**src/rtl/bps_pkg.sv**
```systemverilog
package bps_pkg;
  typedef enum logic [1:0] {
    ST_SEARCH = 2'd0,
    ST_SKIP   = 2'd1,
    ST_PASS   = 2'd2,
    ST_PAD    = 2'd3
  } bps_state_e;
endpackage

```
**src/rtl/bps_sync_finder.sv**
```systemverilog
module bps_sync_finder #(
  parameter int          W      = 8,
  parameter logic [W-1:0] LEAD  = 8'h65,
  parameter logic [W-1:0] TRAIL = 8'h00
) (
  input  logic         clk,
  input  logic         rst_n,
  input  logic         take,
  input  logic         clear,
  input  logic [W-1:0] data,
  output logic         hit
);
  logic armed;

  // a pattern completes when the previous accepted byte was LEAD
  assign hit = take && armed && (data == TRAIL);

  always_ff @(posedge clk) begin
    if (!rst_n || clear) armed <= 1'b0;
    else if (take)       armed <= (data == LEAD);
  end
endmodule

```
**src/rtl/bps_len_skip.sv**
```systemverilog
module bps_len_skip #(
  parameter int W         = 8,
  parameter int LEN_BYTES = 3,
  localparam int LW       = W * LEN_BYTES,
  localparam int CW       = $clog2(LEN_BYTES + 1)
) (
  input  logic          clk,
  input  logic          rst_n,
  input  logic          start,
  input  logic          take,
  input  logic [W-1:0]  data,
  output logic          done,
  output logic [LW-1:0] len
);
  logic [CW-1:0] cnt;

  assign done = take && (cnt == CW'(LEN_BYTES - 1));

  always_ff @(posedge clk) begin
    if (!rst_n) begin
      cnt <= '0;
      len <= '0;
    end else if (start) begin
      cnt <= '0;
      len <= '0;
    end else if (take) begin
      cnt <= cnt + 1'b1;
      if (LEN_BYTES == 1) len <= LW'(data);
      else                len <= {len[LW-W-1:0], data};
    end
  end
endmodule

```
**src/rtl/bps_pad_gen.sv**
```systemverilog
module bps_pad_gen #(
  parameter int PAD_COUNT = 4,
  localparam int CW       = $clog2(PAD_COUNT + 1)
) (
  input  logic clk,
  input  logic rst_n,
  input  logic start,
  input  logic step,
  output logic final_o
);
  logic [CW-1:0] cnt;

  assign final_o = (cnt == CW'(PAD_COUNT - 1));

  always_ff @(posedge clk) begin
    if (!rst_n || start) cnt <= '0;
    else if (step)       cnt <= cnt + 1'b1;
  end
endmodule

```
**src/rtl/bitfile_payload_extract.sv**
```systemverilog
module bitfile_payload_extract
  import bps_pkg::*;
#(
  parameter int          W         = 8,
  parameter int          LEN_BYTES = 3,
  parameter int          PAD_COUNT = 4,
  parameter logic [W-1:0] SYNC_LEAD = 8'h65,
  parameter logic [W-1:0] SYNC_TRAIL = 8'h00,
  parameter logic [W-1:0] PAD_BYTE  = 8'hFF,
  localparam int         LW        = W * LEN_BYTES
) (
  input  logic          clk,
  input  logic          rst_n,
  input  logic          in_valid,
  output logic          in_ready,
  input  logic [W-1:0]  in_data,
  input  logic          in_last,
  output logic          out_valid,
  input  logic          out_ready,
  output logic [W-1:0]  out_data,
  output logic          out_last,
  output logic          sync_found,
  output logic [LW-1:0] payload_len
);
  bps_state_e state, state_nx;

  logic acc_in, acc_out;
  logic sync_hit, len_done, pad_final;

  assign acc_in  = in_valid && in_ready;
  assign acc_out = out_valid && out_ready;

  bps_sync_finder #(.W(W), .LEAD(SYNC_LEAD), .TRAIL(SYNC_TRAIL)) u_sync (
    .clk  (clk),
    .rst_n(rst_n),
    .take (acc_in && (state == ST_SEARCH)),
    .clear((state != ST_SEARCH) || (acc_in && in_last)),
    .data (in_data),
    .hit  (sync_hit)
  );

  bps_len_skip #(.W(W), .LEN_BYTES(LEN_BYTES)) u_len (
    .clk  (clk),
    .rst_n(rst_n),
    .start(state == ST_SEARCH && acc_in && !in_last && sync_hit),
    .take (acc_in && (state == ST_SKIP)),
    .data (in_data),
    .done (len_done),
    .len  (payload_len)
  );

  bps_pad_gen #(.PAD_COUNT(PAD_COUNT)) u_pad (
    .clk    (clk),
    .rst_n  (rst_n),
    .start  (state != ST_PAD),
    .step   (acc_out && (state == ST_PAD)),
    .final_o(pad_final)
  );

  // handshake and data steering per state
  always_comb begin
    in_ready  = 1'b1;
    out_valid = 1'b0;
    out_data  = PAD_BYTE;
    out_last  = 1'b0;
    case (state)
      ST_PASS: begin
        in_ready  = out_ready;
        out_valid = in_valid;
        out_data  = in_data;
      end
      ST_PAD: begin
        in_ready  = 1'b0;
        out_valid = 1'b1;
        out_last  = pad_final;
      end
      default: ;
    endcase
  end

  always_comb begin
    state_nx = state;
    case (state)
      ST_SEARCH: if (acc_in && !in_last && sync_hit) state_nx = ST_SKIP;
      ST_SKIP: begin
        if (acc_in && in_last) state_nx = ST_SEARCH;
        else if (len_done)     state_nx = ST_PASS;
      end
      ST_PASS:   if (acc_in && in_last)     state_nx = ST_PAD;
      ST_PAD:    if (acc_out && pad_final)  state_nx = ST_SEARCH;
      default:   state_nx = ST_SEARCH;
    endcase
  end

  always_ff @(posedge clk) begin
    if (!rst_n) state <= ST_SEARCH;
    else        state <= state_nx;
  end

  assign sync_found = (state != ST_SEARCH);
endmodule

```
**config.mk**
```make
export PLATFORM = sky130hd
export DESIGN_NAME = bitfile_payload_extract
export DESIGN_NICKNAME = d
export VERILOG_FILES = /design/src/rtl/bps_pkg.sv /design/src/rtl/bps_sync_finder.sv /design/src/rtl/bps_len_skip.sv /design/src/rtl/bps_pad_gen.sv /design/src/rtl/bitfile_payload_extract.sv
export SDC_FILE = /design/constraint.sdc
export NUM_CORES = 1
export LEC_CHECK = 0
export ABC_AREA = 1
export BUFFER_PORTS_ARGS = -buffer_cell sky130_fd_sc_hd__buf_2
export CAP_MARGIN = 10
export CORE_MARGIN = 1
export CORE_UTILIZATION = 49
export DETAILED_ROUTE_END_ITERATION = 8
export PLACE_DENSITY = 0.82
export SYNTH_ARGS = -nofsm -noshare
export SYNTH_HDL_FRONTEND = slang
export SYNTH_SLANG_ARGS = --single-unit
```
**constraint.sdc**
```tcl
create_clock -name clk -period 1.3 [get_ports clk]
set_input_delay 0.065 -clock clk [delete_from_list [all_inputs] [get_ports clk]]
set_output_delay 0.065 -clock clk [all_outputs]
set_load 0.05 [all_outputs]
```
### Yosys cells after proc, flatten, opt, wreduce, memory -nomap -nowiden

Cells that the tools add are included.

| storage, ports and cells | value |
|---|---|
| register bits after elaboration | 32 |
| bits of input ports | 13 |
| output and inout port bits | 36 |
| word-level logic and storage cells | 53 |

| cells by class | value |
|---|---|
| add/subtract/negate cells | 2 |
| equal/unequal tests | 11 |
| muxes and demuxes | 10 |
| bitwise gates (word level) | 1 |
| reduce and logical (&&, ||, !) cells | 24 |

Operators by type and width:

| operator | count |
|---|---|
| $logic_and 1x1->1 | 14 |
| $mux 2 | 5 |
| $eq 8x7->1 const B | 1 |
| $logic_not 8->1 | 1 |
| $mux 8 | 1 |
| $pmux 2 s4 | 1 |
| $eq 2x2->1 const B | 3 |
| $ne 2x1->1 const B | 2 |
| $ne 2x2->1 const B | 2 |
| $pmux 1 s2 | 2 |
| $reduce_and 4->1 | 1 |
| $add 3x1->3 const B | 1 |
| $eq 3x2->1 const B | 1 |
| $logic_or 1x1->1 | 3 |
| $ne 3x2->1 const B | 1 |
| $add 2x1->2 const B | 1 |
| $eq 2x1->1 const B | 1 |
| $logic_not 1->1 | 2 |
| $logic_not 2->1 | 1 |
| $reduce_bool 2->1 | 1 |
| $reduce_or 2->1 | 1 |
| $mux 1 | 1 |
| $not 1->1 | 1 |

### Depth between registers and ports, before layout

| depth | value |
|---|---|
| depth after elaboration | 9 |
| gate-level depth with buffers | 9 |
| depth with buffers taken out | 9 |

### By module

From an unflattened synthesis, not the netlist that was laid out.

| second synthesis, totals | value |
|---|---|
| cell total of the unflattened synthesis | 218 |
| area total of the unflattened synthesis | 1561.5 um2 |

By module, submodules not included:

| module | times used | cells an instance | area an instance (um2) | sequential area each (um2) |
|---|---|---|---|---|
| bps_len_skip | 1 | 120 | 1009.7 | 520.5 |
| bitfile_payload_extract | 1 | 55 | 285.3 | 40.0 |
| bps_pad_gen | 1 | 20 | 151.4 | 60.1 |
| bps_sync_finder | 1 | 23 | 115.1 | 20.0 |

### Least setup slack after synthesis

OpenSTA, ideal clock, no wires.

| path | value |
|---|---|
| path type | reg-to-output |
| start | reg state[0] |
| end | out in_ready |
| data arrival time | 1.522 ns |
| data required time | 1.235 ns |
| slack | -0.287 ns |
| cell stages (with the launch flop) | 3 |
| buffers on the path | 1 |
| cells stage by stage | dfxtp_1 buf_6 o21ai_0 |

| on the way | value |
|---|---|
| cells in the longest elaborated chain, start to end | 2 |
| elaborated cells on any way between the ends | 3 |
| classes of those cells | 2 x eq/ne; 1 x mux |

RTL lines:

| element | line | RTL |
|---|---|---|
| start: declaration | bitfile_payload_extract.sv:25 | `bps_state_e state, state_nx;` |
| start signal: assignment | bitfile_payload_extract.sv:97 | `else state <= state_nx;` |
| $eq 2x2->1 | bitfile_payload_extract.sv:66 | `case (state)` |
| $pmux 1 s2 (*) | bitfile_payload_extract.sv:66 |  |
| end: declaration | bitfile_payload_extract.sv:15 | `output logic in_ready,` |

Mark *: on every way between the ends. The rest lies on a longest branch, timed or not.

==> flow_summary.json <==
{
  "fin_ws_ns": -0.0381,
  "tritoncts": "built",
  "io_buffers": 48,
  "cts_sinks": 32,
  "crit_fanout": 7,
  "synthCells": 198,
  "async_reset_ff_share_pct": 0,
  "netlist_area_um2": 1480,
  "ys_top_cells_by_count": "46 x nand2_1, 32 x dfxtp_1, 30 x a21oi_1, 25 x nand3_1, 17 x inv_1",
  "fin_area_um2": 2000,
  "ys_ff_latch": 32,
  "dp_hpwl_um": 2360,
  "drtPass1Iterations": 6,
  "min_path_type": "input pin to register",
  "maxSlewViolCount": 0,
  "antenna_cells": 0,
  "placedCellCount": 274,
  "drc": 4,
  "drive_above_1_share_pct": 35.4,
  "core_um2": 2810,
  "yosysWarnings": 0,
  "area_growth_pct": 35.0,
  "power_density_nw_per_um2": 923,
  "grt_usage_pct": 22.8,
  "outcome": "complete, but fails checks",
  "end_kind": "primary output",
  "synth.yosys.seq_area_share_pct": 43.2,
  "grt_antenna_before_repair": 0,
  "drt_iter0_markers": 60,
  "overflow": 0,
  "wl_um": 3650,
  "via_count": 1543,
  "worstMarginPinSlew_ns": 0.277,
  "syn-num-nets": 214,
  "setup_viol": 1,
  "std_cell_rows": 19,
  "max_freq_ghz": 0.747,
  "postPlaceCellArea_um2": 1750,
  "syn_avg_cell_area_um2": 7.48,
  "ir_worst_vdd_mv": 1.01,
  "pin_count": 49,
  "nFillCells": 239,
  "skew_ns": 0.0124,
  "synth.distinct_cells": 27,
  "globalplace.congestion": 0.835,
  "rsz0062_at_grt": "true",
  "hold_viol": 0,
  "die_area_um2": 3250,
  "grt_pass1_vias": 1338,
  "synth_edf_count": 0,
  "worstPathCellList": "inv_4 -> nor2_4 -> nand2_1 -> buf_6",
  "synth_area_leaders": "dfxtp_1 43%, nand2_1 12%, a21oi_1 10%",
  "viasPerCell": 5.36,
  "synthFlopType": "dfxtp_1",
  "yosys.area.top_type_share_pct": 43.2,
  "fin_cells": 288,
  "start_util_pct": 52.8,
  "holdCritStartpoint": "in_data[2]",
  "required_ns": 1.24,
  "insertion_delay_ns": 0.32,
  "yosysMostFrequentCell": "nand2_1",
  "maxSlewHeadroom_pct": 81.5,
  "post-route-period-util_pct": 103,
  "grt_pass1_wl_um": 5800,
  "drv_cap": 0,
  "final_nets": 272,
  "utilization_pct": 71.3,
  "leakage_nw": 0.885,
  "whs_ns": 0.0207,
  "yosysTopAreaCell": "dfxtp_1",
  "die_h_um": 57.0,
  "cts_buffers": 5,
  "clk_pin_slew_ns": 0.11,
  "post-route-min-period_ns": 1.34,
  "cts.htree.levels": 2,
  "path_class": "register to primary output",
  "cts_buffer_depth": 2,
  "critPathLaunchType": "register",
  "grt_max_degree": 27,
  "dieWidth_um": 57.0,
  "ant_nets": 0,
  "dp_slack_ns": 0.0179,
  "avgRoutedWirePerCell_um": 12.7,
  "root_buffer": "clkbuf_4",
  "slowest_delay_ns": 0.42,
  "slowest_stage": "dfxtp_4",
  "violations": "DRC, setup timing",
  "worstPathArrival_ns": 1.27
}
[power by group]
part	internal, mW	leakage, nW	switching, mW
registers	0.979	0.260	0.00248
logic	0.0382	0.584	0.0812
clock network	0.401	0.0412	0.345
total	1.42	0.885	0.428
[worst paths after layout]
path	endpoint	cells after the start	slack [ns]
worst min-delay path	u_sync.armed	3	0.02
worst max register to register	state[0]	8	0.02
worst min register to register	u_len.len[21]	2	0.46
worst max-delay path	out_data[7]	4	-0.04
[cells in the final DEF, fill, tap and decap left out, drive strengths merged]
master       netlist  layout
o211ai             1       1
a21oi             31      31
clkbuf             2       6
buf                8      58
inv               19      19
or2                1       1
a311oi             1       1
nand2             51      51
dfxtp             32      32
clkinvlp           0       1
o21ai              2       2
xnor2              1       1
a31oi              1       1
nand3             25      25
nor3               1       1
clkinv             0       1
nor2              13      14
bufinv             0       1
xor2               1       1
dlygate4sd3        0       1
ha                 3       3
nand4              5       5
[critical path, delay by kind of cell (launching register included)]
| kind | cells | cell delay [ns] |
|---|---|---|
| and+or+nand+nor | 2 | 0.29 |
| buffers and inverters | 2 | 0.23 |
| DFF | 1 | 0.42 |
[repair_timing]
item                                   in CTS  in global routing
hold buffers                                1                  0
gates cloned                                1                  0
endpoints found under the hold margin       1                  0
pin swaps                                   4                  1
setup buffers                               4                  0
setup endpoints to repair                  12                 22
resized for setup                          27                 12
[metal layers]
metal,vias up,track usage (%),wire length [um]
met5,-,0,0
met4,0,6.97,27
met3,5,4.99,187
met2,42,38.7,1890
met1,726,29.1,1550
li1,770,-,-
[final cells by class]
type	instances	area [um^2]	share of cell area, %
Clock inverter	3	42.5	2.13
Multi-Input combinational cell	138	742	37.1
Sequential cell	32	651	32.5
Clock buffer	5	37.5	1.88
Inverter	19	73.8	3.69
Tap cell	31	38.8	1.94
Timing Repair Buffer	60	414	20.7
[per-stage QoR]
step           power [mW]  TNS (ns)
3_3_place_gp         1.12         0
3_5_place_dp         1.12         0
2_1_floorplan        1.07         0
4_1_cts              1.85   -0.0106
5_1_grt              1.92    -0.732
6_report             1.85   -0.0381
[state kept, by name, indices dropped and copies added, names as in the netlist, named ones only]
signal / cells
state: 1
u_len.cnt: 2
u_len.len: 24
u_pad.cnt: 3
u_sync.armed: 1
[cells by family (layout without fill, tap and decap cells)]
family / Yosys count / after routing / share of synthesized area [%]
and+or+nand+nor: 96 / 97 / 30.3
AOI/OAI and AO/OA: 36 / 36 / 12.9
adders and majority gates: 3 / 3 / 2.53
DFF: 32 / 32 / 43.2
xor gates and xnor gates: 2 / 2 / 1.18
buffers and inverters: 29 / 87 / 9.80
Note: power is estimated with default switching activity, not from simulation.
